==> src/rtl/cmdstat_pkg.sv <==
// Package: shared widths and opcode values for the command/status front end.
// Assumes a 16-bit host word split into opcode and argument fields.
package cmdstat_pkg;
    localparam int WORD_W  = 16;
    localparam int OP_W    = 5;
    localparam int ARG_W   = 11;
    localparam int WIN_W   = 3;
    localparam int CAUSE_W = 7;
    localparam int N_THR   = 3;
    localparam int PAD_W   = WORD_W - WIN_W - 1 - CAUSE_W - 1;

    localparam logic [OP_W-1:0] OP_GRESET   = 5'h00;
    localparam logic [OP_W-1:0] OP_WINSEL   = 5'h01;
    localparam logic [OP_W-1:0] OP_RX_OFF   = 5'h03;
    localparam logic [OP_W-1:0] OP_RX_ON    = 5'h04;
    localparam logic [OP_W-1:0] OP_TX_ON    = 5'h09;
    localparam logic [OP_W-1:0] OP_TX_OFF   = 5'h0a;
    localparam logic [OP_W-1:0] OP_IRQ_REQ  = 5'h0c;
    localparam logic [OP_W-1:0] OP_IRQ_ACK  = 5'h0d;
    localparam logic [OP_W-1:0] OP_IMASK    = 5'h0e;
    localparam logic [OP_W-1:0] OP_RDMASK   = 5'h0f;
    localparam logic [OP_W-1:0] OP_THR_BASE = 5'h11;

    // Index of the interrupt-requested cause inside the cause vector
    localparam int CZ_REQ = 5;
endpackage

==> src/rtl/cmdstat_decode.sv <==
// Module: cmdstat_decode
// Splits a command word into opcode and argument and raises one strobe per
// recognised command. Assumes 'valid' is already qualified by the busy flag.
module cmdstat_decode
    import cmdstat_pkg::*;
(
    input  logic              valid,
    input  logic [WORD_W-1:0] word,
    output logic [ARG_W-1:0]  arg,
    output logic              do_greset,
    output logic              do_winsel,
    output logic              do_rx_off,
    output logic              do_rx_on,
    output logic              do_tx_on,
    output logic              do_tx_off,
    output logic              do_irq_req,
    output logic              do_irq_ack,
    output logic              do_imask,
    output logic              do_rdmask,
    output logic [N_THR-1:0]  do_thr,
    output logic              do_unknown
);
    logic [OP_W-1:0] op;

    assign op  = word[WORD_W-1 -: OP_W];
    assign arg = word[ARG_W-1:0];

    // One threshold-load strobe per consecutive opcode from the base
    for (genvar i = 0; i < N_THR; i++) begin : g_thr
        assign do_thr[i] = valid && (op == OP_THR_BASE + OP_W'(i));
    end

    // Fixed-opcode strobes
    always_comb begin
        do_greset  = valid && (op == OP_GRESET);
        do_winsel  = valid && (op == OP_WINSEL);
        do_rx_off  = valid && (op == OP_RX_OFF);
        do_rx_on   = valid && (op == OP_RX_ON);
        do_tx_on   = valid && (op == OP_TX_ON);
        do_tx_off  = valid && (op == OP_TX_OFF);
        do_irq_req = valid && (op == OP_IRQ_REQ);
        do_irq_ack = valid && (op == OP_IRQ_ACK);
        do_imask   = valid && (op == OP_IMASK);
        do_rdmask  = valid && (op == OP_RDMASK);
    end

    // Anything accepted but not matched is flagged as unknown
    always_comb begin
        do_unknown = valid && !(do_greset || do_winsel || do_rx_off || do_rx_on ||
                                do_tx_on || do_tx_off || do_irq_req || do_irq_ack ||
                                do_imask || do_rdmask || (|do_thr));
    end
endmodule

==> src/rtl/cmdstat_busy.sv <==
// Module: cmdstat_busy
// Command-in-progress timer. An accepted command loads a down-counter with
// 1, or with HOLD_CYC for a global reset; busy is high while it is non-zero.
module cmdstat_busy #(
    parameter int HOLD_CYC = 100000
) (
    input  logic clk,
    input  logic rst_n,
    input  logic accept,
    input  logic is_greset,
    output logic busy
);
    localparam int CNT_W = $clog2(HOLD_CYC + 1);
    localparam logic [CNT_W-1:0] LOAD_LONG  = CNT_W'(HOLD_CYC);
    localparam logic [CNT_W-1:0] LOAD_SHORT = CNT_W'(1);

    logic [CNT_W-1:0] cnt_q;

    // Load on accept, otherwise count down to zero
    always_ff @(posedge clk) begin
        if (!rst_n)
            cnt_q <= '0;
        else if (accept)
            cnt_q <= is_greset ? LOAD_LONG : LOAD_SHORT;
        else if (cnt_q != '0)
            cnt_q <= cnt_q - CNT_W'(1);
    end

    assign busy = (cnt_q != '0);

    a_r3_busy_after_accept: assert property (@(posedge clk) disable iff (!rst_n)
        accept |=> busy);
    a_r3_no_accept_when_busy: assert property (@(posedge clk) disable iff (!rst_n)
        accept |-> !busy);
endmodule

==> src/rtl/cmdstat_irq.sv <==
// Module: cmdstat_irq
// Holds the sticky cause bits, the interrupt latch, the interrupt mask and the
// read mask. Events win over an acknowledge in the same cycle.
module cmdstat_irq
    import cmdstat_pkg::*;
(
    input  logic               clk,
    input  logic               rst_n,
    input  logic               do_greset,
    input  logic               do_irq_req,
    input  logic               do_irq_ack,
    input  logic               do_imask,
    input  logic               do_rdmask,
    input  logic [CAUSE_W:0]   arg_lo,
    input  logic [CAUSE_W-1:0] ev,
    output logic [CAUSE_W-1:0] cause_view,
    output logic               latch,
    output logic               irq
);
    logic [CAUSE_W-1:0] cause_q, imask_q, rdmask_q, set_v, clr_v;
    logic               latch_q;

    // Bits to set from events or a request, bits to clear from an ack
    always_comb begin
        set_v = ev;
        if (do_irq_req)
            set_v[CZ_REQ] = 1'b1;
        clr_v = do_irq_ack ? arg_lo[CAUSE_W:1] : '0;
    end

    // Cause, latch and mask registers
    always_ff @(posedge clk) begin
        if (!rst_n || do_greset) begin
            cause_q  <= '0;
            latch_q  <= 1'b0;
            imask_q  <= '0;
            rdmask_q <= '0;
        end else begin
            cause_q <= (cause_q & ~clr_v) | set_v;
            if (|set_v)
                latch_q <= 1'b1;
            else if (do_irq_ack && arg_lo[0])
                latch_q <= 1'b0;
            if (do_imask)
                imask_q <= arg_lo[CAUSE_W:1];
            if (do_rdmask)
                rdmask_q <= arg_lo[CAUSE_W:1];
        end
    end

    assign cause_view = cause_q & rdmask_q;
    assign latch      = latch_q;
    assign irq        = latch_q && |(cause_q & imask_q);

    a_r4_event_sets_latch: assert property (@(posedge clk) disable iff (!rst_n)
        (|ev && !do_greset) |=> latch);
    a_r6_ack_clears_latch: assert property (@(posedge clk) disable iff (!rst_n)
        (do_irq_ack && arg_lo[0] && !(|ev)) |=> !latch);
    a_r7_mask_loaded: assert property (@(posedge clk) disable iff (!rst_n)
        do_imask |=> (imask_q == $past(arg_lo[CAUSE_W:1])));
    a_r7_irq_needs_latch: assert property (@(posedge clk) disable iff (!rst_n)
        do_greset |=> !irq);
endmodule

==> src/rtl/cmdstat_cfg.sv <==
// Module: cmdstat_cfg
// Window selection, RX/TX enables and the threshold registers. A threshold of
// all ones in the argument width means the threshold interrupt is off.
module cmdstat_cfg
    import cmdstat_pkg::*;
(
    input  logic                        clk,
    input  logic                        rst_n,
    input  logic                        do_greset,
    input  logic                        do_winsel,
    input  logic                        do_rx_off,
    input  logic                        do_rx_on,
    input  logic                        do_tx_on,
    input  logic                        do_tx_off,
    input  logic [N_THR-1:0]            do_thr,
    input  logic [ARG_W-1:0]            arg,
    output logic [WIN_W-1:0]            win,
    output logic                        rx_en,
    output logic                        tx_en,
    output logic [N_THR-1:0][ARG_W-1:0] thr,
    output logic [N_THR-1:0]            thr_off
);
    localparam logic [ARG_W-1:0] THR_DISABLED = '1;

    // Window and path enables
    always_ff @(posedge clk) begin
        if (!rst_n || do_greset) begin
            win   <= '0;
            rx_en <= 1'b0;
            tx_en <= 1'b0;
        end else begin
            if (do_winsel)
                win <= arg[WIN_W-1:0];
            if (do_rx_on)
                rx_en <= 1'b1;
            else if (do_rx_off)
                rx_en <= 1'b0;
            if (do_tx_on)
                tx_en <= 1'b1;
            else if (do_tx_off)
                tx_en <= 1'b0;
        end
    end

    for (genvar i = 0; i < N_THR; i++) begin : g_thr
        // Threshold register i loads on its own opcode
        always_ff @(posedge clk) begin
            if (!rst_n || do_greset)
                thr[i] <= THR_DISABLED;
            else if (do_thr[i])
                thr[i] <= arg;
        end
        assign thr_off[i] = (thr[i] == THR_DISABLED);

        a_r9_thr_loaded: assert property (@(posedge clk) disable iff (!rst_n)
            (do_thr[i] && !do_greset) |=> (thr[i] == $past(arg)));
    end

    a_r1_window_follows: assert property (@(posedge clk) disable iff (!rst_n)
        do_winsel |=> (win == $past(arg[WIN_W-1:0])));
    a_r12_reset_defaults: assert property (@(posedge clk) disable iff (!rst_n)
        do_greset |=> (win == '0 && !rx_en && !tx_en));
    a_r10_rx_on: assert property (@(posedge clk) disable iff (!rst_n)
        do_rx_on |=> rx_en);
endmodule

==> src/rtl/cmdstat_top.sv <==
// Module: cmdstat_top
// Host command/status port. Accepts a command when the busy flag is low,
// decodes it, and assembles the status word from window, busy, causes, latch.
module cmdstat_top
    import cmdstat_pkg::*;
#(
    parameter int HOLD_CYC = 100000
) (
    input  logic              clk,
    input  logic              rst_n,
    input  logic              cmd_wr,
    input  logic [WORD_W-1:0] cmd_word,
    output logic [WORD_W-1:0] status_word,
    input  logic              ev_fail,
    input  logic              ev_tx_done,
    input  logic              ev_tx_room,
    input  logic              ev_rx_done,
    input  logic              ev_rx_early,
    input  logic              ev_stats,
    output logic              irq,
    output logic              rx_enable,
    output logic              tx_enable,
    output logic [ARG_W-1:0]  thr_rx_early,
    output logic [ARG_W-1:0]  thr_tx_avail,
    output logic [ARG_W-1:0]  thr_tx_start,
    output logic [N_THR-1:0]  thr_off
);
    logic                        busy, accept;
    logic [ARG_W-1:0]            arg;
    logic                        do_greset, do_winsel, do_rx_off, do_rx_on;
    logic                        do_tx_on, do_tx_off, do_irq_req, do_irq_ack;
    logic                        do_imask, do_rdmask, do_unknown;
    logic [N_THR-1:0]            do_thr;
    logic [CAUSE_W-1:0]          ev_vec, cause_view;
    logic                        latch;
    logic [WIN_W-1:0]            win;
    logic [N_THR-1:0][ARG_W-1:0] thr;

    assign accept = cmd_wr && !busy;

    // Event pins mapped onto cause indices (status bit = index + 1)
    assign ev_vec = {ev_stats, 1'b0, ev_rx_early, ev_rx_done,
                     ev_tx_room, ev_tx_done, ev_fail};

    cmdstat_decode u_dec (
        .valid(accept), .word(cmd_word), .arg(arg),
        .do_greset(do_greset), .do_winsel(do_winsel),
        .do_rx_off(do_rx_off), .do_rx_on(do_rx_on),
        .do_tx_on(do_tx_on), .do_tx_off(do_tx_off),
        .do_irq_req(do_irq_req), .do_irq_ack(do_irq_ack),
        .do_imask(do_imask), .do_rdmask(do_rdmask),
        .do_thr(do_thr), .do_unknown(do_unknown)
    );

    cmdstat_busy #(.HOLD_CYC(HOLD_CYC)) u_busy (
        .clk(clk), .rst_n(rst_n), .accept(accept),
        .is_greset(do_greset), .busy(busy)
    );

    cmdstat_irq u_irq (
        .clk(clk), .rst_n(rst_n), .do_greset(do_greset),
        .do_irq_req(do_irq_req), .do_irq_ack(do_irq_ack),
        .do_imask(do_imask), .do_rdmask(do_rdmask),
        .arg_lo(arg[CAUSE_W:0]), .ev(ev_vec),
        .cause_view(cause_view), .latch(latch), .irq(irq)
    );

    cmdstat_cfg u_cfg (
        .clk(clk), .rst_n(rst_n), .do_greset(do_greset),
        .do_winsel(do_winsel), .do_rx_off(do_rx_off), .do_rx_on(do_rx_on),
        .do_tx_on(do_tx_on), .do_tx_off(do_tx_off), .do_thr(do_thr),
        .arg(arg), .win(win), .rx_en(rx_enable), .tx_en(tx_enable),
        .thr(thr), .thr_off(thr_off)
    );

    assign thr_rx_early = thr[0];
    assign thr_tx_avail = thr[1];
    assign thr_tx_start = thr[2];

    // Status word assembly
    assign status_word = {win, busy, {PAD_W{1'b0}}, cause_view, latch};

    a_r11_unknown_keeps_window: assert property (@(posedge clk) disable iff (!rst_n)
        do_unknown |=> $stable(win));
    a_r11_unknown_keeps_enables: assert property (@(posedge clk) disable iff (!rst_n)
        do_unknown |=> ($stable(rx_enable) && $stable(tx_enable)));
endmodule

==> config.mk <==
export PLATFORM = sky130hd
export DESIGN_NAME = cmdstat_top
export DESIGN_NICKNAME = d
export VERILOG_FILES = /design/src/rtl/cmdstat_pkg.sv /design/src/rtl/cmdstat_decode.sv /design/src/rtl/cmdstat_busy.sv /design/src/rtl/cmdstat_irq.sv /design/src/rtl/cmdstat_cfg.sv /design/src/rtl/cmdstat_top.sv
export SDC_FILE = /design/constraint.sdc
export NUM_CORES = 1
export LEC_CHECK = 0
export BUFFER_PORTS_ARGS = -buffer_cell sky130_fd_sc_hd__buf_4
export CORE_AREA = 2 2 172 90
export CTS_CLUSTER_SIZE = 28
export DETAILED_ROUTE_END_ITERATION = 12
export DIE_AREA = 0 0 174 92
export PLACE_DENSITY = 0.44
export SETUP_SLACK_MARGIN = 0.2
export SLEW_MARGIN = 20
export SYNTH_ARGS = -nofsm -noshare
export SYNTH_HDL_FRONTEND = slang
export SYNTH_SLANG_ARGS = --single-unit
==> constraint.sdc <==
create_clock -name clk -period 2.1 [get_ports clk]
set_clock_uncertainty 0.15 [all_clocks]
set_input_delay 0.21 -clock clk [delete_from_list [all_inputs] [get_ports clk]]
set_output_delay 0.21 -clock clk [all_outputs]
set_load 0.03 [all_outputs]
==> reports/results.ini, run 1 <==
[finish]
fill_cells=1494
diodes=0
nets=585
design_area_mm2=0.005946
drive_gt1_share_pct=44.58
final_util_pct=40.35
multiInputGateArea_mm2=0.002271
seq_area_mm2=0.001564
area_growth_pct=61.41
instances_no_fill=767

[power_and_ir_drop]
ir_drop_mv=0.4835
p_leak_nw=2.213
finalPower_mw=7.648
cellPowerDensity_mw_per_mm2=1286

[timing]
period_minus_slack_ns=2.076
tns_ns=0
timing.fmax_mhz=481.6
period_share_pct=98.88
hold_violations=0
holdWs_ns=0.007283
worst_slew_pin_slew_ns=0.5652
setup_viol=0
slew_violations=0
relSlewSlack_pct=62.21
rsz0062_at_grt=true
setup_ws_ns=0.02355

[clocking]
cts_tree=yes
numCtsBuffers=9
clock_path_buffers=2
cts_max_level=3
cts-root-buf=clkbuf_16
clock-sinks=77
clk_latency_ns=0.34
clk_transition_reported_paths_ns=0.06

[place]
routabilityCongestion=0.8693
placed_cells=719
dp_hpwl_um=10010
dpl_cell_area_mm2=0.004696
portBuffers=75
place_ws_ns=0.03124

[floorplanning]
die_area_mm2=0.01601
rows=32
coreArea_mm2=0.01473
die_x_um=174
start_util_pct=25.00
die_y_um=92
io_pins=80

[synthesis]
ys_seq_elements=77
synth_warnings=0
synthCells=437
async_flop_share_pct=0
ys_types=51
ys_seq_area_share_pct=41.85
synth_area_mm2=0.003684
synth-main-ff-cell=dfxtp_1
syn_area_per_cell_um2=8.429
synth-edff-count=0

[critical_path]
endpoint_kind=flip-flop
worstPathArrival_ns=2.14
max_stage_delay_ns=0.36
critical_path_class=reg2reg
worst_path_most_repeated_cell=clkbuf_16
crit_fanout=6
crit_path_top_delay_cell=dfxtp_4
cp.required_ns=2.17
crit_chain=nor4_4 -> buf_4 -> and4_4 -> inv_8 -> clkbuf_16 -> o21ai_4 -> buf_6 -> clkbuf_16 -> a311oi_1
cp-start-kind=flip-flop

[routing]
drc=0
drt-met1-wl_um=8592
top_layer=met4
viasPerCell=5.362
postRouteAntennaNets=0
vias=4113
dr.pass1.iters=7
wire_per_inst_um=20.60
wl_met3_um=1330
wirelength_um=15800
drt_iter0_drc=341
dr_wl_met2_um=5772

[global_routing]
grt_max_degree=26
grt_pass1_wl_um=22860
antenna_found_initial=0
grt.overflow.total=0
track_usage_pct=18.87
grt_pass1_vias=3740

[job]
cap_violations=0

[worst_hold_path]
hold_path_class=in2reg

[outcome]
status=finished clean

==> placed cells by master (no fill, tap or decap), drive strengths merged, types with 3 or more instances in the layout <==
cell	count
nor2	11
or2	5
nor4	7
buf	136
o21ai	53
a31oi	3
conb	4
dfxtp	77
clkbuf	16
nand2b	6
nor3	13
or4	6
nor3b	3
a21oi	28
nand3	54
inv	15
clkinv	4
nor2b	4
and2	8
nand4	49
a311oi	13
nand2	8
or3	6
xnor2	3
==> Yosys cell counts (3+ instances only) <==
cell type / n / area (um2)
dfxtp_1: 77 / 1541
nand3_1: 54 / 270.3
o21ai_0: 52 / 260.3
nand4_1: 49 / 306.5
a21oi_1: 28 / 140.1
clkbuf_1: 19 / 71.32
inv_1: 13 / 48.80
a311oi_1: 12 / 105.1
buf_2: 11 / 55.05
nor2_1: 11 / 41.29
nor3_1: 11 / 55.05
and2_1: 8 / 50.05
nand2_1: 8 / 30.03
buf_4: 6 / 45.04
nand2b_1: 6 / 37.54
or3_1: 6 / 37.54
or4_1: 6 / 45.04
or2_2: 5 / 31.28
nor2b_1: 4 / 25.02
nor4_4: 4 / 85.08
a31oi_1: 3 / 18.77
nor3b_1: 3 / 22.52
nor4_1: 3 / 18.77
xnor2_1: 3 / 26.28
==> kinds of logic (layout without fill, tap and decap cells) <==
family,after synthesis,after routing,synth area share (%)
AO/OA/AOI/OAI,112,112,18.38
XOR/XNOR,5,5,1.189
adder cells (fa/ha/maj),2,2,0.6792
buffers and inverters,52,175,6.488
flip-flops,77,77,41.85
multiplexers,3,3,0.8492
other,1,4,0.1018
AND/OR/NAND/NOR,185,185,30.47
==> worst paths after layout <==
kind / start / end / slack, ns / depth (start not counted)
worst min register to register: u_irq.rdmask_q[1]$_SDFFE_PP0P_ / u_irq.rdmask_q[1]$_SDFFE_PP0P_ / 0.34 / 2
worst max register to register: u_busy.cnt_q[12]$_SDFFE_PN0P_ / u_irq.cause_q[6]$_SDFF_PP0_ / 0.02 / 9
worst max-delay path: u_busy.cnt_q[12]$_SDFFE_PN0P_ / u_irq.cause_q[6]$_SDFF_PP0_ / 0.02 / 9
worst min-delay path: ev_rx_done / u_irq.cause_q[3]$_SDFF_PP0_ / 0.007 / 3
==> report_power, final <==
group          switching (mW)  internal [mW]  total, mW
Combinational            2.03           2.09       4.12
Sequential              0.237           1.65       1.89
Clock                   0.650          0.988       1.64
==> worst max-delay path: cells and delay by family (launching register included) <==
| family | cells | cell delay, ns |
|---|---|---|
| AOI/OAI and AO/OA | 2 | 0.21 |
| DFF | 1 | 0.36 |
| buffers and inverters | 5 | 0.70 |
| and+or+nand+nor | 2 | 0.53 |
==> timing repair <==
item | 4_1_cts | 5_1_grt
cloned | 6 | 6
setup buffers | 13 | 6
endpoints found under the setup margin | 67 | 78
resized for setup | 52 | 93
pin swaps | 16 | 32
hold buffers | 2 | 0
endpoints found under the hold margin | 2 | 0
==> layout make-up <==
| class | count | area share (%) |
|---|---|---|
| clock buffers | 11 | 4.251 |
| multi-input cells | 311 | 38.19 |
| repair buffers | 144 | 24.92 |
| clock inverters | 5 | 0.9680 |
| well taps | 204 | 4.293 |
| flip-flops and latches | 77 | 26.30 |
| inverters | 15 | 1.073 |
==> routing by layer <==
layer / track usage, % / vias to the layer above
met5: 0 / -
met4: 4.272 / 0
met3: 4.561 / 15
met2: 22.74 / 187
met1: 31.45 / 2000
li1: - / 1911
==> state kept, by name, indices dropped and copies added, names as in the netlist <==
| register | flops |
|---|---|
| u_cfg.win | 3 |
| u_irq.latch | 1 |
| u_irq.rdmask_q | 7 |
| u_cfg.tx_en | 1 |
| u_cfg.rx_en | 1 |
| u_busy.cnt_q | 17 |
| u_irq.imask_q | 7 |
| u_irq.cause_q | 7 |
| u_cfg.thr | 33 |
(Power assumes the default switching activity.)
==> inputs of run 2 (changes only) <==
CORE_AREA = 2 2 126 67   (was 2 2 172 90)
DIE_AREA = 0 0 128 69   (was 0 0 174 92)
PLACE_DENSITY = 0.73   (was 0.44)
==> reports/results.ini, run 2 (same netlist as run 1, synthesis figures left out) <==
[outcome]
status=finished clean

[routing]
postRouteAntennaNets=0  ; unchanged
wire_per_inst_um=24.57  ; +19%
drt-met1-wl_um=6334  ; -26%
top_layer=met4
dr_wl_met2_um=6595  ; +14%
dr.pass1.iters=6  ; -1
wl_met3_um=2393  ; +80%
drt_iter0_drc=604  ; +77%
drc=0  ; unchanged
viasPerCell=6.956  ; +30%
wirelength_um=16070  ; +1.7%
vias=4549  ; +11%

[clocking]
clock-sinks=77  ; unchanged
cts_max_level=3  ; unchanged
cts-root-buf=clkbuf_16
cts_tree=yes
clk_latency_ns=0.35  ; about the same
clk_transition_reported_paths_ns=0.07  ; about the same
clock_path_buffers=2  ; unchanged
numCtsBuffers=9  ; unchanged

[timing]
relSlewSlack_pct=39.12  ; -23 points
slew_violations=0  ; unchanged
period_minus_slack_ns=2.094  ; +0.01732 ns
hold_violations=0  ; unchanged
timing.fmax_mhz=477.6  ; -0.83%
rsz0062_at_grt=true
worst_slew_pin_slew_ns=0.9107  ; +0.3454 ns
holdWs_ns=0.005830  ; -0.001453 ns
setup_ws_ns=0.006235  ; -0.01732 ns
period_share_pct=99.70  ; +0.82 points
setup_viol=0  ; unchanged

[finish]
multiInputGateArea_mm2=0.002430  ; +7.0%
layout_commonest_cell=buf_4
seq_area_mm2=0.001564  ; unchanged
diodes=0  ; unchanged
nets=576  ; -1.5%
largest_reg_flops=33  ; unchanged
final_util_pct=75.29  ; +35 points
drive_gt1_share_pct=46.39  ; +1.8 points
area_growth_pct=57.64
fill_cells=491  ; -67%
mostFrequentLayoutCells=buf_4 (101), dfxtp_1 (67), nand4_1 (49), nand3_2 (32), a21oi_1 (24)
top_register=u_cfg.thr
largestRegisters=u_cfg.thr: 33 flops, u_busy.cnt_q: 17 flops

[global_routing]
track_usage_pct=31.43  ; +13 points
grt_pass1_vias=3885  ; +3.9%
grt_pass1_wl_um=21490  ; -6.0%
antenna_found_initial=0  ; unchanged
grt_max_degree=34  ; +31%
grt.overflow.total=0  ; unchanged

[critical_path]
crit_fanout=4  ; -2
endpoint_kind=flip-flop
cp_top_family=simple AND/OR/NAND/NOR gates
crit_chain=or4_4 -> nor4_4 -> buf_6 -> clkbuf_16 -> nand4_1 -> nand3_2
cp-start-kind=flip-flop
crit_path_top_delay_cell=or4_4
worstPathArrival_ns=2.23  ; +0.09 ns
r2r-start=u_busy.cnt_q[10]$_SDFFE_PN0P_
max_stage_delay_ns=0.58  ; +0.22 ns
cp.required_ns=2.23  ; +0.06 ns
critical_path_class=reg2reg
worstPathBufferInverterCount=2  ; -3
crit_path_start=u_busy.cnt_q[10]$_SDFFE_PN0P_

[place]
place_ws_ns=0.04336  ; +0.01212 ns
portBuffers=75  ; unchanged
routabilityCongestion=0.9488  ; +9.1%
dp_hpwl_um=8487  ; -15%

[floorplanning]
coreArea_mm2=0.007712  ; -48%
start_util_pct=47.76  ; +23 points
io_pins=80  ; unchanged
rows=23  ; -28%
die_y_um=69  ; -25%
die_x_um=128  ; -26%
die_area_mm2=0.008832  ; -45%

[power_and_ir_drop]
ir_drop_mv=0.9181  ; +90%
p_leak_nw=2.167  ; -2.1%
cellPowerDensity_mw_per_mm2=1211  ; -5.8%

[worst_hold_path]
hp-start=ev_rx_done
hold_path_class=in2reg

[job]
cap_violations=0  ; unchanged

run 2: changes by cell type in the layout (fill, tap and decap cells not counted), sizes merged:
| cell | delta |
|---|---|
| dlygate4sd3 | +5 |
| clkinvlp | +2 |
| buf | -14 |
| inv | -1 |
| bufbuf | -1 |
run 2: metal layers:
layer,track usage [%],vias up
met5,0,-
met2,45.34,423
li1,-,1882
met1,44.40,2132
met3,9.472,112
met4,11.11,0
run 2: final cells by class:
type	instances	area share [%]
multi-input cells	311	41.84
flip-flops and latches	77	26.93
repair buffers	135	22.93
clock buffers	10	3.943
well taps	100	2.155
clock inverters	6	1.099
inverters	15	1.099
run 2: worst paths after layout:
kind                            cells after the start                        endpoint  slack (ns)
worst max-delay path                                6       u_cfg.thr[6]$_SDFFE_PP1P_       0.006
worst min-delay path                                3     u_irq.cause_q[3]$_SDFF_PP0_       0.006
worst max register to register                      6       u_cfg.thr[6]$_SDFFE_PP1P_       0.006
worst min register to register                      2  u_irq.rdmask_q[4]$_SDFFE_PP0P_        0.33
run 2: power breakdown:
group | total [mW] | switching [mW] | leakage (nW) | internal [mW]
logic | 3.54 | 1.92 | 1.40 | 1.63
registers | 1.92 | 0.267 | 0.632 | 1.65
clock network | 1.57 | 0.654 | 0.138 | 0.919
total | 7.03 | 2.84 | 2.17 | 4.20
run 2: repair_timing:
action | 4_1_cts | 5_1_grt
gates cloned | 4 | 5
pin swaps | 28 | 16
resized for setup | 82 | 99
hold buffers | 7 | 0
setup buffers | 14 | 3
endpoints found under the setup margin | 72 | 77
endpoints found under the hold margin | 7 | 0
run 2: worst register-to-register path: cells and delay by family, from the launching register on:
kind                   cells  cell delay (ns)
AND/OR/NAND/NOR            4             1.15
buffers and inverters      2             0.37
flip-flops                 1             0.37
run 2: per-stage QoR:
step                      instance area, um2  cells  setup TNS [ns]  power, mW
after floorplan                         3731    440               0      3.405
after CTS                               5278    646               0      6.348
final                                   5807    654               0      7.032
after global routing                    5807    654        -0.06536      7.258
after global placement                  4478    605               0      4.074
after detailed placement                4478    605               0      4.148
==> inputs of run 3 (changes only) <==
clock period = 1.9 ns   (was 2.1 ns; I/O delays follow)
==> reports/results.ini, run 3 (same netlist as run 1, synthesis figures left out) <==
[finish]
area_growth_pct=59.34
diodes=0  ; unchanged
fill_cells=495  ; +0.81%
drive_gt1_share_pct=44.18  ; -2.2 points
largestRegisters=u_cfg.thr: 33 flops, u_busy.cnt_q: 17 flops
final_util_pct=76.10  ; +0.81 points
nets=606  ; +5.2%
layout_commonest_cell=buf_4
largest_reg_flops=33  ; unchanged
mostFrequentLayoutCells=buf_4 (121), dfxtp_1 (66), nand3_1 (52), nand4_1 (49), o21ai_0 (39)
top_register=u_cfg.thr
design_area_mm2=0.005869  ; +1.1%

[timing]
tns_ns=-7.187  ; -7.187 ns
holdWs_ns=0.009457  ; +0.003627 ns
timing.fmax_mhz=476.1  ; -0.31%
period_share_pct=110.5  ; +11 points
rsz0062_at_grt=true
hold_violations=0  ; unchanged
period_minus_slack_ns=2.100  ; +0.006450 ns
slew_violations=0  ; unchanged
setup_ws_ns=-0.2002  ; -0.2064 ns
setup_viol=71  ; +71

[power_and_ir_drop]
ir_drop_mv=0.7835  ; -15%
cellPowerDensity_mw_per_mm2=1482  ; +22%
p_leak_nw=2.248  ; +3.7%

[global_routing]
track_usage_pct=31.11  ; -0.32 points
grt_pass1_wl_um=21580  ; +0.45%
grt.overflow.total=0  ; unchanged
antenna_found_initial=0  ; unchanged
grt_max_degree=34  ; unchanged
grt_pass1_vias=4050  ; +4.2%

[clocking]
clk_latency_ns=0.35  ; about the same
cts_max_level=3  ; unchanged
numCtsBuffers=9  ; unchanged
clk_transition_reported_paths_ns=0.06  ; about the same
cts-root-buf=clkbuf_16
cts_tree=yes
clock-sinks=77  ; unchanged
clock_path_buffers=2  ; unchanged

[floorplanning]
die_area_mm2=0.008832  ; unchanged
rows=23  ; unchanged
coreArea_mm2=0.007712  ; unchanged
start_util_pct=47.76  ; unchanged
die_x_um=128  ; unchanged
die_y_um=69  ; unchanged
io_pins=80  ; unchanged

[job]
cap_violations=0  ; unchanged

[worst_hold_path]
hold_path_class=in2reg
holdPathStages=2  ; -1

[critical_path]
crit_path_start=u_busy.cnt_q[3]$_SDFFE_PN0P_
cp-start-kind=flip-flop
r2r-start=u_busy.cnt_q[3]$_SDFFE_PN0P_
crit_fanout=5  ; +1
r2r_slack_ns=-0.20  ; -0.21 ns
crit_chain=or4_4 -> buf_8 -> buf_4 -> buf_6 -> buf_6 -> nor3_4 -> xnor2_2 -> a21oi_1
endpoint_kind=flip-flop
max_stage_delay_ns=0.52  ; -0.06 ns
cp.required_ns=1.97  ; -0.26 ns
worstReg2RegEnd=u_busy.cnt_q[9]$_SDFFE_PN0P_
worst_path_most_repeated_cell=buf_6
worstSetupEndpoint=u_busy.cnt_q[9]$_SDFFE_PN0P_
worstPathArrival_ns=2.17  ; -0.06 ns
critical_path_class=reg2reg
worstRegToRegCells=8  ; +2
crit_path_top_delay_cell=or4_4

[routing]
postRouteAntennaNets=0  ; unchanged
vias=4466  ; -1.8%
wirelength_um=15010  ; -6.6%
drc=0  ; unchanged
drt_iter0_drc=572  ; -5.3%
viasPerCell=6.529  ; -6.1%
dr.pass1.iters=6  ; unchanged
wire_per_inst_um=21.94  ; -11%

[place]
dpl_cell_area_mm2=0.004707  ; +5.1%
dp_hpwl_um=8597  ; +1.3%
portBuffers=75  ; unchanged
routabilityCongestion=0.9300  ; -2.0%

[outcome]
violations=setup timing
status=complete, but fails checks

## run 3: timing repair
item	CTS	global route
resized for setup	61	39
hold buffers	14	0
hold endpoints to repair	13	0
setup buffers	13	9
cloned	3	4
setup endpoints to repair	79	80
pin swaps	24	30
## run 3: report_power, final
| group | leakage [nW] | switching, mW | internal (mW) |
|---|---|---|---|
| registers | 0.631 | 0.208 | 1.82 |
| logic | 1.48 | 2.40 | 2.62 |
| clock network | 0.138 | 0.694 | 0.950 |
## run 3: worst min path at each step
| stage | start | endpoint | slack, ns |
|---|---|---|---|
| 4_1_cts | cmd_word[1] | u_irq.cause_q[0]$_SDFF_PP0_ | 0.002 |
| 5_1_grt | cmd_word[5] | u_irq.cause_q[4]$_SDFF_PP0_ | 0.004 |
| 2_1_floorplan | cmd_word[7] | u_irq.cause_q[6]$_SDFF_PP0_ | 0.15 |
| 6_report | cmd_word[5] | u_irq.cause_q[4]$_SDFF_PP0_ | 0.009 |
| 3_5_place_dp | cmd_word[0] | u_irq.latch$_SDFFE_PP0P_ | 0.32 |
| 3_3_place_gp | u_busy.cnt_q[0]$_SDFFE_PN0P_ | u_busy.cnt_q[0]$_SDFFE_PN0P_ | 0.32 |
## run 3: worst max-delay path: cells and delay by family (launching register included)
family                    cells  cell delay, ns
and+or+nand+nor               2            0.71
xor gates and xnor gates      1            0.16
AOI/OAI and AO/OA             1            0.09
buffers and inverters         4            0.52
DFF                           1            0.34
## run 3: cell type report
type / instances / area (um2) / area share (%)
multi-input cells: 311 / 2275 / 38.76
clock inverters: 4 / 22.52 / 0.3837
well taps: 100 / 125.1 / 2.132
flip-flops and latches: 77 / 1560 / 26.58
clock buffers: 12 / 256.5 / 4.370
inverters: 15 / 68.82 / 1.172
repair buffers: 165 / 1562 / 26.60
## run 3: metrics by stage
step	setup slack (ns)	std cells	power, mW
after detailed placement	-0.1001	625	4.805
after CTS	-0.1097	671	7.741
after global placement	-0.02094	625	4.755
after global routing	-0.2207	684	8.959
final	-0.2002	684	8.697
after floorplan	-0.007400	440	3.914
## run 3: routing by layer
layer	vias to the layer above	global-route usage [%]	share of wire [%]
li1	1941	-	-
met2	320	44.27	42
met1	2150	45.74	42
met5	-	0	0
met3	55	8.773	12
met4	0	8.791	3.2
